===== src/rtl/fcs_pkg.sv =====
`timescale 1ns/1ps
package fcs_pkg;

  typedef enum logic [2:0] {
    ST_IDLE   = 3'd0,
    ST_BUS    = 3'd1,
    ST_CSEL   = 3'd2,
    ST_INIT   = 3'd3,
    ST_DONE   = 3'd4,
    ST_SETTLE = 3'd5,
    ST_READY  = 3'd6
  } fcs_state_e;

  // Pin levels owned by each state; registered from the next state.
  typedef struct packed {
    logic rom_host_n;
    logic cfg_sel_n;
    logic prog_n;
    logic rst_hold;
    logic busy;
    logic ready;
  } fcs_pins_t;

  function automatic fcs_pins_t fcs_decode(input fcs_state_e st);
    fcs_pins_t p;
    p.rom_host_n = 1'b0;
    p.cfg_sel_n  = 1'b1;
    p.prog_n     = 1'b1;
    p.rst_hold   = 1'b1;
    p.busy       = 1'b0;
    p.ready      = 1'b0;
    case (st)
      ST_BUS: begin
        p.rom_host_n = 1'b1;
        p.busy       = 1'b1;
      end
      ST_CSEL, ST_DONE: begin
        p.rom_host_n = 1'b1;
        p.cfg_sel_n  = 1'b0;
        p.busy       = 1'b1;
      end
      ST_INIT: begin
        p.rom_host_n = 1'b1;
        p.cfg_sel_n  = 1'b0;
        p.prog_n     = 1'b0;
        p.busy       = 1'b1;
      end
      ST_SETTLE: begin
        p.rst_hold = 1'b0;
        p.busy     = 1'b1;
      end
      ST_READY: begin
        p.rst_hold = 1'b0;
        p.ready    = 1'b1;
      end
      default: ;
    endcase
    return p;
  endfunction

endpackage


===== src/rtl/fcs_sync.sv =====
`timescale 1ns/1ps
module fcs_sync #(
  parameter int               WIDTH   = 2,
  parameter logic [WIDTH-1:0] RST_VAL = '0
) (
  input  logic             clk,
  input  logic             rst_n,
  input  logic [WIDTH-1:0] d_i,
  output logic [WIDTH-1:0] q_o
);

  for (genvar b = 0; b < WIDTH; b++) begin : g_bit
    logic meta_q;
    logic stab_q;
    always_ff @(posedge clk or negedge rst_n) begin
      if (!rst_n) begin
        meta_q <= RST_VAL[b];
        stab_q <= RST_VAL[b];
      end else begin
        meta_q <= d_i[b];
        stab_q <= meta_q;
      end
    end
    assign q_o[b] = stab_q;
  end

endmodule


===== src/rtl/fcs_interval.sv =====
`timescale 1ns/1ps
module fcs_interval #(
  parameter int PERIOD = 10
) (
  input  logic clk,
  input  logic rst_n,
  input  logic run_i,
  input  logic clr_i,
  input  logic tick_i,
  output logic due_o
);

  localparam int           CW   = (PERIOD > 1) ? $clog2(PERIOD) : 1;
  localparam logic [CW-1:0] LAST = CW'(PERIOD - 1);

  logic [CW-1:0] cnt_q;
  logic [CW-1:0] cnt_d;
  logic          cnt_en;
  logic          at_last;

  assign at_last = (cnt_q == LAST);
  assign due_o   = run_i && tick_i && at_last;
  assign cnt_en  = clr_i || (run_i && tick_i);

  always_comb begin
    if (clr_i) begin
      cnt_d = '0;
    end else if (at_last) begin
      cnt_d = '0;
    end else begin
      cnt_d = cnt_q + CW'(1);
    end
  end

  always_ff @(posedge clk or negedge rst_n) begin
    if (!rst_n) begin
      cnt_q <= '0;
    end else if (cnt_en) begin
      cnt_q <= cnt_d;
    end
  end

endmodule


===== src/rtl/fcs_pollcnt.sv =====
`timescale 1ns/1ps
module fcs_pollcnt #(
  parameter int CW = 19
) (
  input  logic          clk,
  input  logic          rst_n,
  input  logic          clr_i,
  input  logic          step_i,
  input  logic [CW-1:0] last_idx_i,
  output logic          last_o
);

  logic [CW-1:0] taken_q;
  logic [CW-1:0] taken_d;
  logic          taken_en;

  // Samples already taken in this phase; the current one is the last allowed.
  assign last_o   = (taken_q == last_idx_i);
  assign taken_en = clr_i || step_i;

  always_comb begin
    if (clr_i) begin
      taken_d = '0;
    end else begin
      taken_d = taken_q + CW'(1);
    end
  end

  always_ff @(posedge clk or negedge rst_n) begin
    if (!rst_n) begin
      taken_q <= '0;
    end else if (taken_en) begin
      taken_q <= taken_d;
    end
  end

endmodule


===== src/rtl/fpga_cfg_seq.sv =====
`timescale 1ns/1ps
module fpga_cfg_seq
  import fcs_pkg::*;
#(
  parameter int POLL_US    = 10,
  parameter int INIT_POLLS = 10000,
  parameter int DONE_POLLS = 500000,
  parameter int SETTLE_US  = 50000,
  parameter int NUM_RST    = 3
) (
  input  logic               clk,
  input  logic               rst_n,
  input  logic               start_i,
  input  logic               us_tick_i,
  input  logic               fpga_init_n_i,
  input  logic               fpga_done_i,
  output logic               rom_host_n_o,
  output logic               cfg_sel_n_o,
  output logic               prog_n_o,
  output logic [NUM_RST-1:0] dev_rst_n_o,
  output logic               busy_o,
  output logic               ready_o,
  output logic               err_init_o,
  output logic               err_done_o
);

  localparam int MAX_POLLS = (INIT_POLLS > DONE_POLLS) ? INIT_POLLS : DONE_POLLS;
  localparam int PCW       = $clog2(MAX_POLLS + 1);
  localparam logic [PCW-1:0] INIT_LAST = PCW'(INIT_POLLS - 1);
  localparam logic [PCW-1:0] DONE_LAST = PCW'(DONE_POLLS - 1);

  fcs_state_e state_q;
  fcs_state_e state_d;
  logic       state_en;
  fcs_pins_t  pins_q;

  logic [1:0] async_in;
  logic [1:0] sync_in;
  logic       init_n_s;
  logic       done_s;

  logic           poll_run;
  logic           poll_due;
  logic           poll_last;
  logic [PCW-1:0] poll_limit;
  logic           settle_run;
  logic           settle_due;

  logic accept;
  logic set_err_init;
  logic set_err_done;
  logic err_init_q;
  logic err_done_q;
  logic err_init_d;
  logic err_done_d;
  logic err_init_en;
  logic err_done_en;

  // ---------------- input synchronizers ----------------
  assign async_in = {fpga_done_i, fpga_init_n_i};

  fcs_sync #(
    .WIDTH  (2),
    .RST_VAL(2'b01)
  ) u_sync (
    .clk  (clk),
    .rst_n(rst_n),
    .d_i  (async_in),
    .q_o  (sync_in)
  );

  assign init_n_s = sync_in[0];
  assign done_s   = sync_in[1];

  // ---------------- timers ----------------
  assign state_en   = (state_d != state_q);
  assign poll_run   = (state_q == ST_INIT) || (state_q == ST_DONE);
  assign settle_run = (state_q == ST_SETTLE);
  assign poll_limit = (state_q == ST_INIT) ? INIT_LAST : DONE_LAST;

  fcs_interval #(
    .PERIOD(POLL_US)
  ) u_poll_tmr (
    .clk   (clk),
    .rst_n (rst_n),
    .run_i (poll_run),
    .clr_i (state_en),
    .tick_i(us_tick_i),
    .due_o (poll_due)
  );

  fcs_interval #(
    .PERIOD(SETTLE_US)
  ) u_settle_tmr (
    .clk   (clk),
    .rst_n (rst_n),
    .run_i (settle_run),
    .clr_i (state_en),
    .tick_i(us_tick_i),
    .due_o (settle_due)
  );

  fcs_pollcnt #(
    .CW(PCW)
  ) u_polls (
    .clk       (clk),
    .rst_n     (rst_n),
    .clr_i     (state_en),
    .step_i    (poll_due),
    .last_idx_i(poll_limit),
    .last_o    (poll_last)
  );

  // ---------------- next-state logic ----------------
  assign accept = start_i && ((state_q == ST_IDLE) || (state_q == ST_READY));

  always_comb begin
    state_d      = state_q;
    set_err_init = 1'b0;
    set_err_done = 1'b0;
    case (state_q)
      ST_IDLE, ST_READY: begin
        if (start_i) state_d = ST_BUS;
      end
      ST_BUS:  state_d = ST_CSEL;
      ST_CSEL: state_d = ST_INIT;
      ST_INIT: begin
        if (poll_due) begin
          if (!init_n_s) begin
            state_d = ST_DONE;
          end else if (poll_last) begin
            state_d      = ST_DONE;
            set_err_init = 1'b1;
          end
        end
      end
      ST_DONE: begin
        if (poll_due) begin
          if (done_s) begin
            state_d = ST_SETTLE;
          end else if (poll_last) begin
            state_d      = ST_SETTLE;
            set_err_done = 1'b1;
          end
        end
      end
      ST_SETTLE: begin
        if (settle_due) state_d = ST_READY;
      end
      default: state_d = ST_IDLE;
    endcase
  end

  // ---------------- error flags ----------------
  assign err_init_en = accept || set_err_init;
  assign err_done_en = accept || set_err_done;
  assign err_init_d  = set_err_init;
  assign err_done_d  = set_err_done;

  // ---------------- registers ----------------
  always_ff @(posedge clk or negedge rst_n) begin
    if (!rst_n) begin
      state_q <= ST_IDLE;
      pins_q  <= fcs_decode(ST_IDLE);
    end else if (state_en) begin
      state_q <= state_d;
      pins_q  <= fcs_decode(state_d);
    end
  end

  always_ff @(posedge clk or negedge rst_n) begin
    if (!rst_n) begin
      err_init_q <= 1'b0;
    end else if (err_init_en) begin
      err_init_q <= err_init_d;
    end
  end

  always_ff @(posedge clk or negedge rst_n) begin
    if (!rst_n) begin
      err_done_q <= 1'b0;
    end else if (err_done_en) begin
      err_done_q <= err_done_d;
    end
  end

  // ---------------- outputs ----------------
  assign rom_host_n_o = pins_q.rom_host_n;
  assign cfg_sel_n_o  = pins_q.cfg_sel_n;
  assign prog_n_o     = pins_q.prog_n;
  assign busy_o       = pins_q.busy;
  assign ready_o      = pins_q.ready;
  assign err_init_o   = err_init_q;
  assign err_done_o   = err_done_q;

  for (genvar r = 0; r < NUM_RST; r++) begin : g_rst
    assign dev_rst_n_o[r] = ~pins_q.rst_hold;
  end

endmodule


===== config.mk =====
export PLATFORM = sky130hd
export DESIGN_NAME = fpga_cfg_seq
export DESIGN_NICKNAME = d
export VERILOG_FILES = /design/src/rtl/fcs_pkg.sv /design/src/rtl/fcs_sync.sv /design/src/rtl/fcs_interval.sv /design/src/rtl/fcs_pollcnt.sv /design/src/rtl/fpga_cfg_seq.sv
export SDC_FILE = /design/constraint.sdc
export NUM_CORES = 1
export LEC_CHECK = 0
export ABC_CLOCK_PERIOD_IN_PS = 4850
export BUFFER_PORTS_ARGS = -buffer_cell sky130_fd_sc_hd__buf_2
export CORE_MARGIN = 2
export CORE_UTILIZATION = 61
export DETAILED_ROUTE_END_ITERATION = 8
export GPL_ROUTABILITY_DRIVEN = 0
export PLACE_DENSITY = 0.79
export SLEW_MARGIN = 20
export SYNTH_ARGS = -nofsm -noshare
export SYNTH_HDL_FRONTEND = slang
export SYNTH_HIERARCHICAL = 1
export SYNTH_SLANG_ARGS = --single-unit

===== constraint.sdc =====
create_clock -name clk -period 4.85 [get_ports clk]
set_input_delay 0.485 -clock clk [delete_from_list [all_inputs] [get_ports clk]]
set_output_delay 0.485 -clock clk [all_outputs]
set_load 0.05 [all_outputs]

==> Word-level counts from Yosys, hierarchy flattened <==
Cells that the tools add are included.
{ "op_classes": {"n_eq_ne": 16, "n_reduce_logical": 18, "bitwise_logic": 1, "add_sub_neg": 3, "mux": 28} }
{ "op_table": {"columns": ["op", "n"], "rows": [
  ["19-bit 2-to-1 mux", 2],
  ["16-bit 2-to-1 mux", 2],
  ["3-bit 2-to-1 mux", 8],
  ["19-bit by 1-bit adder with 19-bit output, second input constant", 1],
  ["19-bit == test", 1],
  ["3-bit == test, second input constant", 6],
  ["3-bit one-hot mux with 6 select lines", 1],
  ["16-bit by 1-bit adder with 16-bit output, second input constant", 1],
  ["16-bit == test, second input constant", 1],
  ["1-bit 2-to-1 mux", 13],
  ["3-bit by 2-bit == test with 1-bit output, second input constant", 4],
  ["4-bit 2-to-1 mux", 2],
  ["1-bit logical OR", 7],
  ["3-bit by 1-bit == test with 1-bit output, second input constant", 2],
  ["1-bit logical AND", 5],
  ["5-bit OR reduction", 1],
  ["4-bit by 1-bit adder with 4-bit output, second input constant", 1],
  ["4-bit == test, second input constant", 1],
  ["2-bit OR reduction", 2],
  ["4-bit OR reduction", 1],
  ["3-bit logical NOT", 1],
  ["3-bit inequality test", 1],
  ["3-bit OR reduction", 1],
  ["1-bit inverter", 1]
]} }
{ "word_totals": {"out_inout_bits": 10, "ff_bits": 54} }

==> Logic depth before layout (Yosys ltp) <==
Gate-level depths: netlist (run 1).
{ "logic_depth": {"depth_word": 10, "ltp_mapped": 15, "ltp_nobuf": 13} }

==> Hierarchy <==
Netlist (run 1), hierarchy kept.
{ "modules_own_cells": {"columns": ["module", "seq_area_each_um2", "cells_per_inst", "area_per_inst_um2", "instances"], "rows": [
  ["fcs_pollcnt", 475.5, 126, 1226.2, 1],
  ["fcs_interval at u_settle_tmr", 400.4, 93, 930.9, 1],
  ["fpga_cfg_seq", 279.0, 74, 732.0, 1],
  ["fcs_interval at u_poll_tmr", 100.1, 26, 240.2, 1],
  ["fcs_sync", 102.6, 6, 117.6, 1]
]} }

==> Worst setup path before layout (run 1) <==
No wires, ideal clock.
{ "synth_path": {"kind": "register to register", "start": "register state_q[2]", "end": "register u_polls.taken_q[17]", "period_less_slack_ps": 3766, "slack_ps": 1084, "t_required_ps": 4730, "arrival_ps": 3646, "path_stages_with_launch": 15, "cell_sequence": "dfrtp_1 -> buf_6 -> nand3b_2 -> xor2_1 -> nor4_1 -> nand4_1 -> nor4_1 -> nand2b_1 -> a21oi_2 -> nor3_4 -> clkbuf_2 -> o2111ai_2 -> nor3_1 -> a21oi_1 -> a31o_2"} }
{ "synth_via": {"elab_chain_cells": 9, "elab_cells_between_ends": 27, "cone_classes": "eq/ne: 8; mux: 11; reduce/logical: 8"} }
{ "synth_rtl": {"columns": ["item", "line", "text"], "rows": [
  ["from (decl)", "fpga_cfg_seq.sv:32", "fcs_state_e state_q;"],
  ["from (signal assigned)", "fpga_cfg_seq.sv:166", "state_q <= state_d;"],
  ["3-bit by 2-bit == test with 1-bit output (*)", "fpga_cfg_seq.sv:79", "assign poll_limit = (state_q == ST_INIT) ? INIT_LAST : DONE_LAST;"],
  ["19-bit 2-to-1 mux (*)", "fpga_cfg_seq.sv:79", null],
  ["via poll_limit[15]", "fpga_cfg_seq.sv:45", "logic [PCW-1:0] poll_limit;"],
  ["19-bit == test (*)", "fcs_pollcnt.sv:18", "assign last_o = (taken_q == last_idx_i);"],
  ["via poll_last", "fpga_cfg_seq.sv:44", "logic poll_last;"],
  ["3-bit 2-to-1 mux (on tied branches)", "fpga_cfg_seq.sv:141, fpga_cfg_seq.sv:131", null],
  ["3-bit 2-to-1 mux (on tied branches)", "fpga_cfg_seq.sv:139, fpga_cfg_seq.sv:129", null],
  ["3-bit 2-to-1 mux (on tied branches)", "fpga_cfg_seq.sv:138, fpga_cfg_seq.sv:128", null],
  ["3-bit one-hot mux with 6 select lines (*)", "fpga_cfg_seq.sv:121", "case (state_q)"],
  ["3-bit inequality test (*)", "fpga_cfg_seq.sv:76", "assign state_en = (state_d != state_q);"],
  ["via state_en", "fpga_cfg_seq.sv:34", "logic state_en;"],
  ["19-bit 2-to-1 mux / 1-bit logical OR (equally long branches)", "fcs_pollcnt.sv:22, fcs_pollcnt.sv:19", null],
  ["to (signal assigned)", "fcs_pollcnt.sv:33", "taken_q <= taken_d;"],
  ["to (decl)", "fcs_pollcnt.sv:13", "logic [CW-1:0] taken_q;"]
]} }
Mark *: on every way through the listed nets, which the timed path passes. The rest lies on a longest branch.
A chain may end at the register's enable or synchronous reset.

==> Worst setup path after layout (run 1) <==
Same ends and word-level chain as after synthesis.

==> flow_summary.toml, run 1 <==
[synth]
yosys.area.top_type = "dfrtp_1"
synth_seq_cells = 54
synth_area_leaders = "dfrtp_1, xor2_1, dfstp_2"
yosysWarnings = 6
synthCells = 325
yosysUniqueCellTypes = 70
synth_top_area_share_pct = 37.8
synth-main-ff-cell = "dfrtp_1"
synth_area_um2 = 3250
async_flop_share_pct = 100
postSynthAreaPerCell_um2 = 9.99
ys_seq_area_share_pct = 41.8
synth-edff-count = 0

[final_layout]
drive_gt1_share_pct = 17.2
layout_common_cells = "dfrtp_1, nor2_1, xor2_1, nand2_1, buf_2"
final_common_cell = "dfrtp_1"
utilization_pct = 67.4
fin_nets = 354
final_area_um2 = 3440
area_growth_pct = 5.97
n_antenna_cell = 0

[sta]
maxSlewViolCount = 0
worst_pin_slew_ns = 0.682
rsz0062_at_grt = "no"
finalClockSkew_ns = 0.0137
slew-limit-headroom_pct = 54.6
setup_tns_ns = 0
max_freq_ghz = 0.238
period_share_pct = 86.5
setup_viol = 0
hold_viol = 0
layout_min_cycle_time_ns = 4.19

[run]
cap_violations = 0

[floorplan]
initial_core_util_pct = 63.6
dieWidth_um = 77.0
die-area_um2 = 5920
rows = 26
core_area_um2 = 5110
fp.dieH_um = 77.0
io-pin-count = 16

[worst_setup_path]
max_stage_delay_ns = 0.51
cp-end-kind = "register"
reg2reg_from = "state_q[2]$_DFFE_PN0P_"
worstPathArrival_ns = 4.39
cp_slowest_cell = "dfrtp_1"
reg2reg_depth = 12
crit_type = "register to register"
critPathMaxFanout = 11
cp_top_family = "simple AND/OR/NAND/NOR gates"
crit_top_cell = "nor4_1"
critPathLaunchType = "register"
path_cells = "nand3b_2, xor2_1, nor4_1, nand4_1, nor4_1, nand2b_1, a21oi_2, nor3_4, o2111ai_2, nor3_1, a21oi_1, a31o_2"
reg2reg_slack_ns = 0.66
cp.required_ns = 5.05
path_buf_inv = 0
reg2reg_to = "u_polls/taken_q[17]$_DFFE_PN0P_"

[route]
first_pass_iters = 4
drt-wirelength-per-cell_um = 15.1
drt_iter0_markers = 214
drc = 0
wl_um = 6260
vias = 2428
vias_per_cell = 5.86
drtAntennaViolNets = 0

[power_and_ir_drop]
power_mw = 1.15
ir_drop_v = 0.000214
leakagePower_nw = 1.55
powerDensity_nw_per_um2 = 333

[global_routing]
grt_first_pass_wirelength_um = 11300
grt_max_degree = 55
grt_overflow = 0
track_usage_pct = 23.5
grt_pass1_vias = 2469
antenna_found_initial = 0

[clock_tree]
insertion_delay_ns = 0.31
clockBufferDepth = 2
clock-sinks = 54
cts_made_buffers = 5
h-tree-depth = 2
cts-root-buf = "clkbuf_8"
clk_pin_slew_ns = 0.11
cts_tree = "built"
holdBufCountCts = 0
ctsResizeCount = 0
post_cts_buffers = 0

[place]
place_area_um2 = 3350
port_buffers = 15
hpwl_um = 4410

[hold_path]
min_path_type = "primary input to asynchronous set/reset pin"

[outcome]
outcome = "finished, final reports clean"
[layout make-up]
class                           count  area (um2)
Multi-Input combinational cell    254        1770
Fill cell                         419        1670
Sequential cell                    54        1360
Timing Repair Buffer               18        97.6
Tap cell                           70        87.6
Clock buffer                        5        68.8
Inverter                           10        37.5
Clock inverter                      3        21.3
[sequential cells by signal, summed over array words and instances (netlist names)]
name and cells:
u_poll_tmr/cnt_q 4, u_sync/g_bit.stab_q 2, busy_o 1, pins_q 1, u_settle_tmr/cnt_q 16, ready_o 1, err_init_o 1, rom_host_n_o 1
u_sync/g_bit.meta_q 2, prog_n_o 1, cfg_sel_n_o 1, u_polls/taken_q 19, err_done_o 1, state_q 3
[metal layers]
| layer | global-route usage, % | up-vias | wire, um |
|---|---|---|---|
| met2 | 39.4 | 44 | 3110 |
| met4 | 7.27 | 0 | 81 |
| li1 | - | 1178 | - |
| met1 | 31.4 | 1198 | 2880 |
| met5 | 0 | - | 0 |
| met3 | 3.88 | 8 | 193 |
[where the power goes]
group	leakage, nW	internal (mW)	switching, mW
Sequential	0.709	0.492	0.0436
Clock	0.0441	0.102	0.152
Combinational	0.798	0.125	0.232
[kinds of logic (layout without fill, tap and decap cells)]
family,Yosys count,count (layout),share of synthesized area (%)
adders and majority gates,5,5,1.93
DFF,54,54,41.8
xor gates and xnor gates,42,42,11.6
buffers and inverters,27,36,4.82
AOI/OAI and AO/OA,50,50,11.9
muxes,8,8,2.85
and+or+nand+nor,137,137,24.9
other,2,12,0.231
[worst max path at each step]
stage                                                  to  cells after the start              startpoint
after global placement    u_polls/taken_q[17]$_DFFE_PN0P_                     12  state_q[2]$_DFFE_PN0P_
after global routing      u_polls/taken_q[17]$_DFFE_PN0P_                     12  state_q[2]$_DFFE_PN0P_
after floorplan           u_polls/taken_q[17]$_DFFE_PN0P_                     14  state_q[2]$_DFFE_PN0P_
after CTS                 u_polls/taken_q[17]$_DFFE_PN0P_                     12  state_q[2]$_DFFE_PN0P_
final                     u_polls/taken_q[17]$_DFFE_PN0P_                     12  state_q[2]$_DFFE_PN0P_
after detailed placement  u_polls/taken_q[17]$_DFFE_PN0P_                     12  state_q[2]$_DFFE_PN0P_
[stage by stage]
step	hold WS (ns)	worst slack [ns]	cells
4_1_cts	0.262	0.715	414
5_1_grt	0.246	0.254	414
3_5_place_dp	0.337	0.748	406
6_report	0.269	0.656	414
2_1_floorplan	0.189	1.08	335
3_3_place_gp	0.334	0.946	406
[worst register-to-register path, stage by stage (launching register included)]
cell and delay, ns:
dfrtp_1 0.51, nand3b_2 0.44, xor2_1 0.24, nor4_1 0.32, nand4_1 0.13, nor4_1 0.45
nand2b_1 0.30, a21oi_2 0.11, nor3_4 0.45, o2111ai_2 0.34, nor3_1 0.46, a21oi_1 0.12
a31o_2 0.23
[cell usage after synthesis, types with 6 or more instances]
library cell,number
inv_1,9
o21ai_0,6
nand2_1,26
nand3_1,9
nand2b_1,7
nor2_1,31
xor2_1,28
a21oi_1,12
a31oi_1,7
xnor2_1,13
nand4_1,12
nor3_1,9
buf_4,7
nor4_1,12
dfrtp_1,49
No activity file was read; power rests on OpenSTA's default activity.
==> run 2, diff against run 1 <==
RECOVER_POWER = 100   (was unset)
==> run 2 against run 1 <==
  * The flow now finishes with violations (capacitance limit, slew limit)
  * Hold slack about the same
  * Setup slack improved by 0.014 ns
  * Sequential cell count unchanged
  * Fmax increased by 0.34%
  * Clock-buffer cell count unchanged
  * Register-to-register slack about the same
  * Critical endpoint unchanged
==> flow_summary.toml, run 2 (same netlist as run 1, synthesis figures left out) <==
[floorplan]
fp.dieH_um = 77.0
initial_core_util_pct = 63.6
core_area_um2 = 5110
io-pin-count = 16
die-area_um2 = 5920
rows = 26
dieWidth_um = 77.0

[route]
wl_um = 6230
vias = 2410
drc = 0
drt_iter0_markers = 217
drtAntennaViolNets = 0
first_pass_iters = 4
vias_per_cell = 5.82
drt-wirelength-per-cell_um = 15.0

[sta]
worst_pin_slew_ns = 2.83
max_freq_ghz = 0.239
hold_viol = 0
finalClockSkew_ns = 0.0129
rsz0062_at_grt = "no"
setup_viol = 0
layout_min_cycle_time_ns = 4.18
period_share_pct = 86.2
setup_tns_ns = 0
slew-limit-headroom_pct = -88.4
maxSlewViolCount = 55

[global_routing]
antenna_found_initial = 0
grt_overflow = 0
grt_max_degree = 55
grt_first_pass_wirelength_um = 11300
grt_pass1_vias = 2469
track_usage_pct = 23.5

[final_layout]
n_antenna_cell = 0
utilization_pct = 66.5
largest_register_ff_count = 19
largestRegisters = "u_polls/taken_q: 19 flops, u_settle_tmr/cnt_q: 16 flops, u_poll_tmr/cnt_q: 4 flops"
regMostFlops = "u_polls/taken_q"
area_growth_pct = 4.66
final_common_cell = "dfrtp_1"
layout_common_cells = "dfrtp_1, nor2_1, xor2_1, nand2_1"
fillCellCount = 437
drive_gt1_share_pct = 12.8
fin_nets = 354
multi_input_area_um2 = 1750
seqCellArea_um2 = 1360

[run]
cap_violations = 1

[place]
port_buffers = 15
hpwl_um = 4410

[clock_tree]
post_cts_buffers = 0
clk_pin_slew_ns = 0.10
cts_tree = "built"
clock-sinks = 54
ctsResizeCount = 0
holdBufCountCts = 0
h-tree-depth = 2
cts_made_buffers = 5
clockBufferDepth = 2
cts-root-buf = "clkbuf_8"
insertion_delay_ns = 0.31

[power_and_ir_drop]
powerDensity_nw_per_um2 = 332
leakagePower_nw = 1.50
ir_drop_v = 0.000212

[worst_setup_path]
crit_type = "register to register"
worstPathArrival_ns = 4.38
cp-end-kind = "register"
critPathLaunchType = "register"
critPathMaxFanout = 11
cp.required_ns = 5.05

[outcome]
violations = "capacitance limit, slew limit"
outcome = "finished, violations left"

[hold_path]
min_path_type = "primary input to register"
## run 2: cell count changes in the layout (fill, tap and decap cells not counted), moves of 2 or more
cell      change
mux2_1        +2
clkbuf_1     +12
buf_2        -10
mux2_4        -2
buf_4         -2
## run 2: layout make-up
cell class	instances	area share (%)
multi-input cells	254	51.4
flip-flops and latches	54	39.9
well taps	70	2.58
repair buffers	18	2.28
clock buffers	5	2.03
inverters	10	1.10
clock inverters	3	0.626
## run 2: worst max-delay path, stage by stage (launching register included)
cell and delay (ns):
dfrtp_1 0.50, nand3b_2 0.42, xor2_1 0.23, nor4_1 0.32
nand4_1 0.13, nor4_1 0.45, nand2b_1 0.28, a21oi_1 0.15
nor3_4 0.45, o2111ai_2 0.34, nor3_1 0.45, a21oi_1 0.12
a31o_2 0.23
## run 2: layer usage
layer | part of all wire, % | vias up | wire, um | GRT usage, %
met2 | 50 | 37 | 3130 | 39.4
met3 | 2.9 | 6 | 178 | 3.88
li1 | - | 1179 | - | -
met1 | 46 | 1188 | 2850 | 31.4
met5 | 0 | - | 0 | 0
met4 | 1.1 | 0 | 71 | 7.27
## run 2: path summary, 6_finish.rpt
path / cells past startpoint / slack [ns] / end / startpoint
max in group asynchronous: 2 / 2.09 / u_polls/taken_q[5]$_DFFE_PN0P_ / rst_n
worst min-delay path: 1 / 0.27 / u_sync/g_bit[0].meta_q$_DFF_PN1_ / fpga_init_n_i
worst max register to register: 12 / 0.67 / u_polls/taken_q[17]$_DFFE_PN0P_ / state_q[2]$_DFFE_PN0P_
worst min register to register: 0 / 0.36 / u_sync/g_bit[1].stab_q$_DFF_PN0_ / u_sync/g_bit[1].meta_q$_DFF_PN0_
min in group asynchronous: 2 / 1.15 / ready_o$_DFFE_PN0P_ / rst_n
worst max-delay path: 12 / 0.67 / u_polls/taken_q[17]$_DFFE_PN0P_ / state_q[2]$_DFFE_PN0P_
## run 2: power breakdown
part           switching, mW  leakage, nW  internal [mW]
sequential            0.0437        0.709          0.492
combinational          0.229        0.747          0.110
clock                  0.151       0.0441          0.102
total                  0.424         1.50          0.705
## run 2: stage by stage
stage,instances,power (mW),setup slack (ns),instance area [um2],hold slack (ns)
2_1_floorplan,335,0.820,1.08,3280,0.189
3_3_place_gp,406,0.890,0.946,3350,0.334
3_5_place_dp,406,0.899,0.748,3350,0.337
4_1_cts,414,1.15,0.715,3440,0.262
5_1_grt,414,1.20,0.246,3400,0.246
6_report,414,1.13,0.671,3400,0.269
